File: config.mk
export PLATFORM = sky130hd
export DESIGN_NAME = pwm_quad
export DESIGN_NICKNAME = d
export VERILOG_FILES = /design/src/rtl/pwm_quad.sv
export SDC_FILE = /design/constraint.sdc
export NUM_CORES = 1
export LEC_CHECK = 0
export ABC_AREA = 1
export CAP_MARGIN = 20
export CORE_ASPECT_RATIO = 0.5
export CORE_MARGIN = 3
export CORE_UTILIZATION = 45
export CTS_CLUSTER_DIAMETER = 60
export DETAILED_ROUTE_END_ITERATION = 16
export SYNTH_ARGS = -nofsm -noshare
export SYNTH_HDL_FRONTEND = slang
export SYNTH_SLANG_ARGS = --single-unit
export TNS_END_PERCENT = 100
File: constraint.sdc
create_clock -name clk -period 9.86 [get_ports clk]
set_clock_uncertainty 0.2 [all_clocks]
set_input_delay 1.972 -clock clk [delete_from_list [all_inputs] [get_ports clk]]
set_output_delay 1.972 -clock clk [all_outputs]
set_load 0.01 [all_outputs]
File: src/rtl/pwm_quad.sv
module pwm_quad #(
  parameter int NOUT = 4,
  parameter int DW   = 16,
  parameter int SELW = 4,
  parameter int AW   = $clog2(NOUT + 4)
) (
  input  logic                   clk,
  input  logic                   rst_n,
  input  logic                   wr_en,
  input  logic [AW-1:0]          wr_addr,
  input  logic [DW-1:0]          wr_data,
  input  logic [AW-1:0]          rd_addr,
  output logic [DW-1:0]          rd_data,
  input  logic [(1<<SELW)-1:0]   tick_in,
  output logic [NOUT-1:0]        pwm_hi,
  output logic [NOUT-1:0]        pwm_lo
);
  localparam int CW = DW + 1;
  localparam logic [SELW-1:0] SEL_NONE = SELW'(1);
  localparam int A_CTRL = 0;
  localparam int A_SEL  = 1;
  localparam int A_PER  = 2;
  localparam int A_WID0 = 4;

  logic            en_q, act_q;
  logic [SELW-1:0] wsel_q, psel_q;
  logic [DW-1:0]   per_q;
  logic [CW-1:0]   cnt_q, cnt_nx, per_p1;
  logic [NOUT*DW-1:0] wid_flat;
  logic            wtick, ptick, start;

  assign wtick  = (wsel_q != SEL_NONE) && tick_in[wsel_q];
  assign ptick  = (psel_q != SEL_NONE) && tick_in[psel_q];
  assign per_p1 = {1'b0, per_q} + CW'(1);
  assign cnt_nx = (wtick && cnt_q < per_p1) ? cnt_q + CW'(1) : cnt_q;
  assign start  = en_q && (act_q ? (ptick && cnt_nx >= per_p1) : wtick);

  always_ff @(posedge clk or negedge rst_n) begin
    if (!rst_n) begin
      en_q   <= 1'b0;
      wsel_q <= '0;
      psel_q <= '0;
      per_q  <= '0;
    end else if (wr_en) begin
      if (int'(wr_addr) == A_CTRL) en_q <= wr_data[0];
      if (int'(wr_addr) == A_SEL) begin
        wsel_q <= wr_data[SELW-1:0];
        psel_q <= wr_data[2*SELW-1:SELW];
      end
      if (int'(wr_addr) == A_PER) per_q <= wr_data;
    end
  end

  always_ff @(posedge clk or negedge rst_n) begin
    if (!rst_n) begin
      act_q <= 1'b0;
      cnt_q <= '0;
    end else if (!en_q) begin
      act_q <= 1'b0;
      cnt_q <= '0;
    end else if (start) begin
      act_q <= 1'b1;
      cnt_q <= '0;
    end else begin
      cnt_q <= cnt_nx;
    end
  end

  for (genvar i = 0; i < NOUT; i++) begin : g_out
    logic [DW-1:0] wid_r, wl_r;

    always_ff @(posedge clk or negedge rst_n) begin
      if (!rst_n) begin
        wid_r <= '0;
        wl_r  <= '0;
      end else begin
        if (wr_en && int'(wr_addr) == A_WID0 + i) wid_r <= wr_data;
        if (start) wl_r <= wid_r;
      end
    end

    assign wid_flat[i*DW +: DW] = wid_r;
    assign pwm_hi[i] = act_q && (({1'b0, wl_r} > cnt_q) || ({1'b0, wl_r} >= per_p1));
    assign pwm_lo[i] = ~pwm_hi[i];
  end

  always_comb begin
    rd_data = '0;
    if (int'(rd_addr) == A_CTRL)
      rd_data[0] = en_q;
    else if (int'(rd_addr) == A_SEL)
      rd_data[2*SELW-1:0] = {psel_q, wsel_q};
    else if (int'(rd_addr) == A_PER)
      rd_data = per_q;
    else if (int'(rd_addr) >= A_WID0 && int'(rd_addr) < A_WID0 + NOUT)
      rd_data = wid_flat[(int'(rd_addr) - A_WID0)*DW +: DW];
  end
endmodule

**Yosys cells after proc, flatten, opt, wreduce, memory -nomap -nowiden**

Cells that the tools add are included.

- Bits in registers: 171
- Word-level logic and storage cells: 84

- Add/sub/neg operators: 3
- Order comparisons: 13
- Equal/unequal tests: 11
- Shift-type cells: 1
- Muxes and demuxes: 16
- Bitwise gates (word level): 4
- Reduce and logical (&&, ||, !) cells: 22

Operator list:

| operator | number |
|---|---|
| $ge A16 B17 Y1 | 4 |
| $gt A16 B17 Y1 | 4 |
| $shiftx A64 B8 Y16 | 1 |
| $mux W17 | 3 |
| $mux W16 | 2 |
| $add A16 B1 Y17 const B | 1 |
| $add A17 B1 Y17 const B | 1 |
| $ge A17 B17 Y1 | 1 |
| $lt A17 B17 Y1 | 1 |
| $mux W8 | 2 |
| $mux W15 | 1 |
| $logic_and A1 B1 Y1 | 13 |
| $eq A3 B3 Y1 const B | 4 |
| $lt A4 B5 Y1 const B | 2 |
| $eq A3 B2 Y1 const B | 3 |
| $bmux W1 S4 | 2 |
| $ne A4 B1 Y1 const B | 2 |
| $logic_not A3 Y1 | 2 |
| $mux W1 | 6 |
| $reduce_and A2 Y1 | 3 |
| $logic_or A1 B1 Y1 | 4 |
| $not A1 Y1 | 4 |
| $sub A3 B3 Y4 const B | 1 |
| $eq A3 B1 Y1 const B | 1 |
| other kinds (2) | 2 |

**Logic depth before layout (Yosys ltp)**

Gate-level depths: netlist of run 1.

- Word-level depth: 11
- Gate-level depth with buffers: 33
- Mapped depth without buffers: 30

**Worst setup path before layout of run 1**

Ideal clock, no wire load.

- Path kind: input port to output port
- Start point: input port rd_addr[2]
- End point: output port rd_data[10]
- Arrival: 3.087 ns
- Path slack: 4.601 ns
- Stages on the path: 6
- Buffers on the path: 1
- Cell sequence: clkbuf_1 > nor2_1 > inv_1 > nor2_1 > inv_1 > o21ai_0

- Word-level cells in the longest chain between the ends: 6
- Elaborated cells between the ends (all ways): 10
- Those cells by class: add/sub (1); order compare (1); eq/ne (2); shift (1); mux (4); reduce/logical (1)

RTL lines:

| item | line | source |
|---|---|---|
| start, declared | 12 | `input logic [AW-1:0] rd_addr,` |
| $sub A3 B3 Y4 | 96 | `rd_data = wid_flat[(int'(rd_addr) - A_WID0)*DW +: DW];` |
| $shiftx A64 B8 Y16 | 96 |  |
| $mux W16 | 95 | `else if (int'(rd_addr) >= A_WID0 && int'(rd_addr) < A_WID0 + NOUT)` |
| $mux W16 | 93 | `else if (int'(rd_addr) == A_PER)` |
| $mux W8 | 91 | `else if (int'(rd_addr) == A_SEL)` |
| $mux W15 * | 89 | `if (int'(rd_addr) == A_CTRL)` |
| end, declared | 13 | `output logic [DW-1:0] rd_data,` |

Every way passes the cells marked *; elsewhere a longest branch is shown, timed or not.

**Final worst setup path of run 1**

- Start point: register per_q[0]
- End point: register g_out[2].wl_r[11]

- Word-level cells in the longest chain between the ends: 8

RTL lines:

| item | line | source |
|---|---|---|
| start, declared | 27 | `logic [DW-1:0] per_q;` |
| $add A16 B1 Y17 * | 34 | `assign per_p1 = {1'b0, per_q} + CW'(1);` |
| $lt A17 B17 Y1 | 35 | `assign cnt_nx = (wtick && cnt_q < per_p1) ? cnt_q + CW'(1) : cnt_q;` |
| $logic_and A1 B1 Y1 | 35 |  |
| $mux W17 | 35 |  |
| $ge A17 B17 Y1 * | 36 | `assign start = en_q && (act_q ? (ptick && cnt_nx >= per_p1) : wtick);` |
| $logic_and A1 B1 Y1 * | 36 |  |
| $mux W1 * | 36 |  |
| $logic_and A1 B1 Y1 * | 36 |  |
| end signal, assigned | 78 | `if (start) wl_r <= wid_r;` |
| end, declared | 70 | `logic [DW-1:0] wid_r, wl_r;` |

Marks and branches as above.
A chain may end at the register's enable or synchronous reset.

==> results of run 1 <==
-- how the worst max path moves through the flow --
stage,from,end,cells past startpoint
floorplan,rd_addr[2],rd_data[10],6
global placement,tick_in[3],g_out[3].wl_r[13],22
detailed placement,tick_in[5],g_out[2].wl_r[11],22
CTS,per_q[0],g_out[2].wl_r[11],30
global route,per_q[0],g_out[1].wl_r[13],31
finish,per_q[0],g_out[2].wl_r[11],30
-- power by group --
part           leakage [uW]  total [uW]  switching, uW  internal (uW)
Clock              0.000303         729            375            353
Sequential          0.00219        1190            277            910
Combinational       0.00440        2610           1660            952
Total               0.00689        4530           2310           2220
-- flip-flops by register name, summed over array words and instances (netlist names) --
signal / cells
act_q: 1
g_out.wl_r: 64
cnt_q: 17
g_out.wid_r: 64
wsel_q: 4
psel_q: 4
per_q: 16
en_q: 1
-- metrics by stage --
stage                     instances  hold slack [ns]  total power [uW]  utilization [%]  setup WS (ns)
final                          2017            0.289              4530             53.4           2.44
after global routing           2017            0.319              4950             53.4           1.99
after CTS                      2016            0.290              4500             53.3           2.59
after detailed placement       1984            0.273              3760             50.9           2.60
after global placement         1983            0.267              3690             50.7           2.66
after floorplan                1609            0.242              2910                -           4.60
-- cells by family after synthesis --
logic type,count (synthesis)
AOI/OAI and AO/OA,350
DFF,171
buffers and inverters,220
adders and majority gates,157
and+or+nand+nor,685
xor gates and xnor gates,26
-- synthesized netlist by cell type, drive strengths merged --
master        instances  area [um^2]
nand2               413         1560
o21ai               207         1040
dfrtp               171         4280
inv                 165          619
ha                  157         1960
a21oi               107          547
nand3                89          468
nor2                 88          338
nand4                53          332
clkbuf               42          178
xor2                 24          210
nor3                 21          105
buf                  12         71.3
o211ai               12         90.1
a21o                  9         67.6
nor4                  9         56.3
nand3b                6         45.0
or2                   5         31.3
a31oi                 3         18.8
o221ai                3         26.3
a22oi                 2         15.0
o2111ai               2         17.5
o21bai                2         15.0
o31ai                 2         15.0
xnor2                 2         17.5
a211oi                1         7.51
dlymetal6s2s          1         12.5
or3                   1         6.26
-- area by class of cell --
type / instances / share of cell area (%)
Multi-Input combinational cell: 1218 / 50.7
Sequential cell: 171 / 31.0
Timing Repair Buffer: 87 / 6.17
Inverter: 165 / 4.49
Tap cell: 344 / 3.12
Clock buffer: 17 / 3.08
Clock inverter: 15 / 1.48
-- layer usage --
metal,vias to the layer above,GRT usage (%),routed length [um]
met5,-,0,0
met4,0,6.79,592
met3,39,6.92,3770
met2,420,42.6,17100
met1,5605,44.4,20600
li1,5558,-,-
-- critical path: cells and delay by family (launching register included) --
family,cells,cell delay (ns)
compound gates,5,1.19
xor+xnor,1,0.15
fa+ha+maj,3,0.92
buf+inv,6,1.49
flops,1,0.68
simple gates,15,2.57
==> results.yml, run 1 <==
setup_path:
  cp_max_fo: 96
  path_class: "flop to flop"
  cp-end-kind: "flop"
  cp_slowest_cell: "buf_4"
  timing.rr.start: "per_q[0]"
  slowest_delay_ns: 0.71
  timing.critical_path.mode_cell: "nand2_1"
  worstReg2RegEnd: "g_out[2].wl_r[11]"
  cp_data_required_time_ns: 9.96
  r2r.worst_path.cells: 30
  worstPathArrival_ns: 7.53
  start_kind: "flop"
  reg2reg_slack_ns: 2.44
clock_network:
  clk_pin_slew_ns: 0.08
  clk_path_buf_depth: 2
  hold_buffers: 0
  cts_sinks: 171
  cts-buffers-inserted: 17
  cts_root_buf: "clkbuf_16"
  cts_tree: "done"
  clkLatencyLatePin_ns: 0.46
  post_cts_resized: 0
  cts_max_level: 4
  postCtsSetupBuffers: 0
sta:
  hold_viol: 0
  min_period_over_period_pct: 75.3
  setup_violations: 0
  grt_setup_unrepaired: "false"
  clock.fmax_ghz: 0.135
  tns_ns: 0
  min_period_ns: 7.42
  timing.slew.headroom_pct: 27.6
  worst_pin_slew_ns: 1.08
  slew_violations: 0
route:
  drc: 0
  vias: 11600
  wl_per_cell_um: 20.8
  routed_wl_um: 42000
  drt-initial-drc-count: 1165
  ant_nets: 0
  vias_per_cell: 5.76
  firstDrtPassIters: 5
floorplanning:
  rows: 41
  fp.dieH_um: 122
  core_area_um2: 25900
  dieWidth_um: 238
  start_util_pct: 47.0
  io_pins: 65
  dieArea_um2: 29100
synth:
  synth_xor_area_share_pct: 1.87
  avgSynthCellArea_um2: 7.55
  yosys.area_share.simple_pct: 24.2
  ys_ff_latch: 171
  yosys_warnings: 0
  synthCells: 1609
  synth_compound_gate_area_share_pct: 15.3
  synth_top_family_by_area: "simple AND/OR/NAND/NOR gates"
  ys_seq_area_share_pct: 35.2
  yosysUniqueCellTypes: 38
  synth_mux_area_share_pct: 0
  synth_fa_ha_area_share_pct: 16.2
  postSynthNetCount: 1807
  netlist_area_um2: 12200
min_path:
  hold_path_class: "flop to flop"
  min_from: "g_out[3].wid_r[6]"
  whs_path_depth: 2
  hold_end: "g_out[3].wid_r[6]"
cells_and_area:
  mostFrequentLayoutCell: "nand2_1"
  layout-drive-gt1-share_pct: 4.54
  antenna_cells: 0
  final_cell_mix: "407 x nand2_1, 201 x o21ai_0, 171 x dfrtp_1"
  regArea_um2: 4280
  syn2layout_area_growth_pct: 13.6
  multi_input_area_um2: 6990
  fillers: 2519
  fin_area_um2: 13800
  nNetsFinal: 1858
power:
  leakage_uw: 0.00689
  peakVddDrop_uv: 157
  powerDensity_nw_per_um2: 328
placed_design:
  dpl.hpwl_um: 32200
  placed_cell_area_um2: 13100
  portBuffers: 63
  gp_congestion: 0.913
outcome:
  status: "finished clean"
global_route:
  grt_start_max_net_pins: 97
  grt_pass1_wl_um: 63600
  grt_pass1_vias: 11000
  overflow: 0
  antenna_found_initial: 0
  track_usage_pct: 29.5
run:
  max_cap_violations: 0
(Power assumes the default switching activity.)
==> run 2: changes to the inputs <==
--- a/config.mk
+++ b/config.mk
@@ -12,6 +12,7 @@
 export CORE_UTILIZATION = 45
 export CTS_CLUSTER_DIAMETER = 60
 export DETAILED_ROUTE_END_ITERATION = 16
+export PLACE_DENSITY = 0.65
 export SYNTH_ARGS = -nofsm -noshare
 export SYNTH_HDL_FRONTEND = slang
 export SYNTH_SLANG_ARGS = --single-unit
==> constraint.sdc (replaced) <==
create_clock -name clk -period 6.1 [get_ports clk]
set_clock_uncertainty 0.2 [all_clocks]
set_input_delay 1.22 -clock clk [delete_from_list [all_inputs] [get_ports clk]]
set_output_delay 1.22 -clock clk [all_outputs]
set_load 0.01 [all_outputs]
==> results.yml, run 2 (synthesized netlist as in run 1, its figures left out) <==
outcome:
  status: "finished clean"
route:
  ant_nets: 0
  wl_per_cell_um: 20.8
  drt-initial-drc-count: 1298
  firstDrtPassIters: 6
  vias: 12000
  drc: 0
  routed_wl_um: 42400
  vias_per_cell: 5.87
floorplanning:
  io_pins: 65
  dieWidth_um: 238
  rows: 41
  start_util_pct: 47.0
  dieArea_um2: 29100
  fp.dieH_um: 122
  core_area_um2: 25900
setup_path:
  start_kind: "flop"
  path_class: "flop to output port"
  cp-end-kind: "output port"
  cp_max_fo: 5
  r2r.worst_path.cells: 28
  worstPathArrival_ns: 4.35
  cp_data_required_time_ns: 4.68
placed_design:
  gp_congestion: 1.08
  dp.cells: 2000
  portBuffers: 63
  placed_cell_area_um2: 13300
  dpl.hpwl_um: 33100
  pre_cts_slack_ns: 0.447
global_route:
  grt_pass1_vias: 11300
  overflow: 0
  antenna_found_initial: 0
  grt_start_max_net_pins: 68
  track_usage_pct: 29.5
  grt_pass1_wl_um: 64400
cells_and_area:
  mostFrequentLayoutCell: "nand2_1"
  syn2layout_area_growth_pct: 15.2
  fin_area_um2: 14000
  final_cell_mix: "407 x nand2_1, 201 x o21ai_0, 170 x dfrtp_1"
  nNetsFinal: 1877
  top_regs: "g_out.wid_r (64), g_out.wl_r (64), cnt_q (17)"
  layout-drive-gt1-share_pct: 5.74
  antenna_cells: 0
  final_cells: 2035
clock_network:
  post_cts_resized: 0
  cts_tree: "done"
  cts_sinks: 171
  cts_root_buf: "clkbuf_16"
  hold_buffers: 0
  postCtsSetupBuffers: 0
  clk_path_buf_depth: 2
  clkLatencyLatePin_ns: 0.45
  cts-buffers-inserted: 17
  clk_pin_slew_ns: 0.07
  cts_max_level: 4
sta:
  setup_violations: 0
  setup_ws_ns: 0.330
  grt_setup_unrepaired: "false"
  tns_ns: 0
  timing.slew.headroom_pct: 30.1
  clock.fmax_ghz: 0.173
  min_period_ns: 5.77
  hold_viol: 0
  slew_violations: 0
  min_period_over_period_pct: 94.6
  worst_pin_slew_ns: 1.04
min_path:
  whs_path_depth: 2
  hold_path_class: "flop to flop"
power:
  peakVddDrop_uv: 265
  power_uw: 7530
  leakage_uw: 0.00700
  powerDensity_nw_per_um2: 538
run:
  max_cap_violations: 0
## run 2: cell count changes in the layout (fill, tap and decap cells not counted), moves of 2 or more
cell,change
buf_4,+14
inv_12,-5
buf_12,+3
buf_8,+3
bufinv_16,+3
clkinv_8,-3
inv_8,+3
clkinv_4,-2
## run 2: power breakdown
| group | internal [uW] | switching (uW) |
|---|---|---|
| clock network | 663 | 533 |
| logic | 1640 | 2760 |
| registers | 1470 | 466 |
## run 2: per-stage QoR
step	hold WS, ns	utilization, %
after global routing	0.310	54.1
after detailed placement	0.273	51.4
final	0.289	54.1
after CTS	0.290	53.8
after global placement	0.267	51.4
after floorplan	0.242	-
## run 2: path summary, 6_finish.rpt
check                                       start                end  slack [ns]
worst max-delay path                     per_q[1]          pwm_hi[2]        0.33
worst min-delay path            g_out[3].wid_r[1]  g_out[3].wid_r[1]        0.29
worst max register to register           per_q[7]  g_out[2].wl_r[13]        0.34
worst min register to register  g_out[3].wid_r[1]  g_out[3].wid_r[1]        0.29
max in group asynchronous                   rst_n  g_out[3].wl_r[11]        3.91
min in group asynchronous                   rst_n  g_out[1].wid_r[2]        0.53
## run 2: worst max-delay path, cell delays in order, from the launching register on
cell and delay, ns:
dfrtp_2 0.42, ha_1 0.19, inv_1 0.05, nor2_2 0.21, nand2_1 0.11, nor2_1 0.18, inv_1 0.07, or3_1 0.35
xor2_1 0.16, buf_4 0.17, buf_4 0.17, ha_1 0.30, nand2_1 0.05, inv_1 0.08, nand2_1 0.07, nor4_2 0.27
nand3_1 0.14, nand2_1 0.08, nand2_1 0.05, nand3_1 0.10, nand2_1 0.07, inv_1 0.08, clkdlybuf4s50_1 0.54
## run 2: cell type report
class | instances | area [um^2]
clock buffers | 17 | 425
clock inverters | 14 | 201
fillers | 2470 | 11900
inverters | 165 | 619
multi-input cells | 1218 | 7010
flip-flops and latches | 171 | 4280
well taps | 344 | 430
repair buffers | 106 | 1030
## run 2: per-layer routing
| metal | vias to the layer above | routed length [um] | GRT usage, % |
|---|---|---|---|
| met2 | 560 | 17300 | 42.7 |
| met1 | 5747 | 19700 | 43.8 |
| met5 | - | 0 | 0 |
| met4 | 0 | 765 | 7.50 |
| met3 | 53 | 4640 | 7.71 |
| li1 | 5590 | - | - |
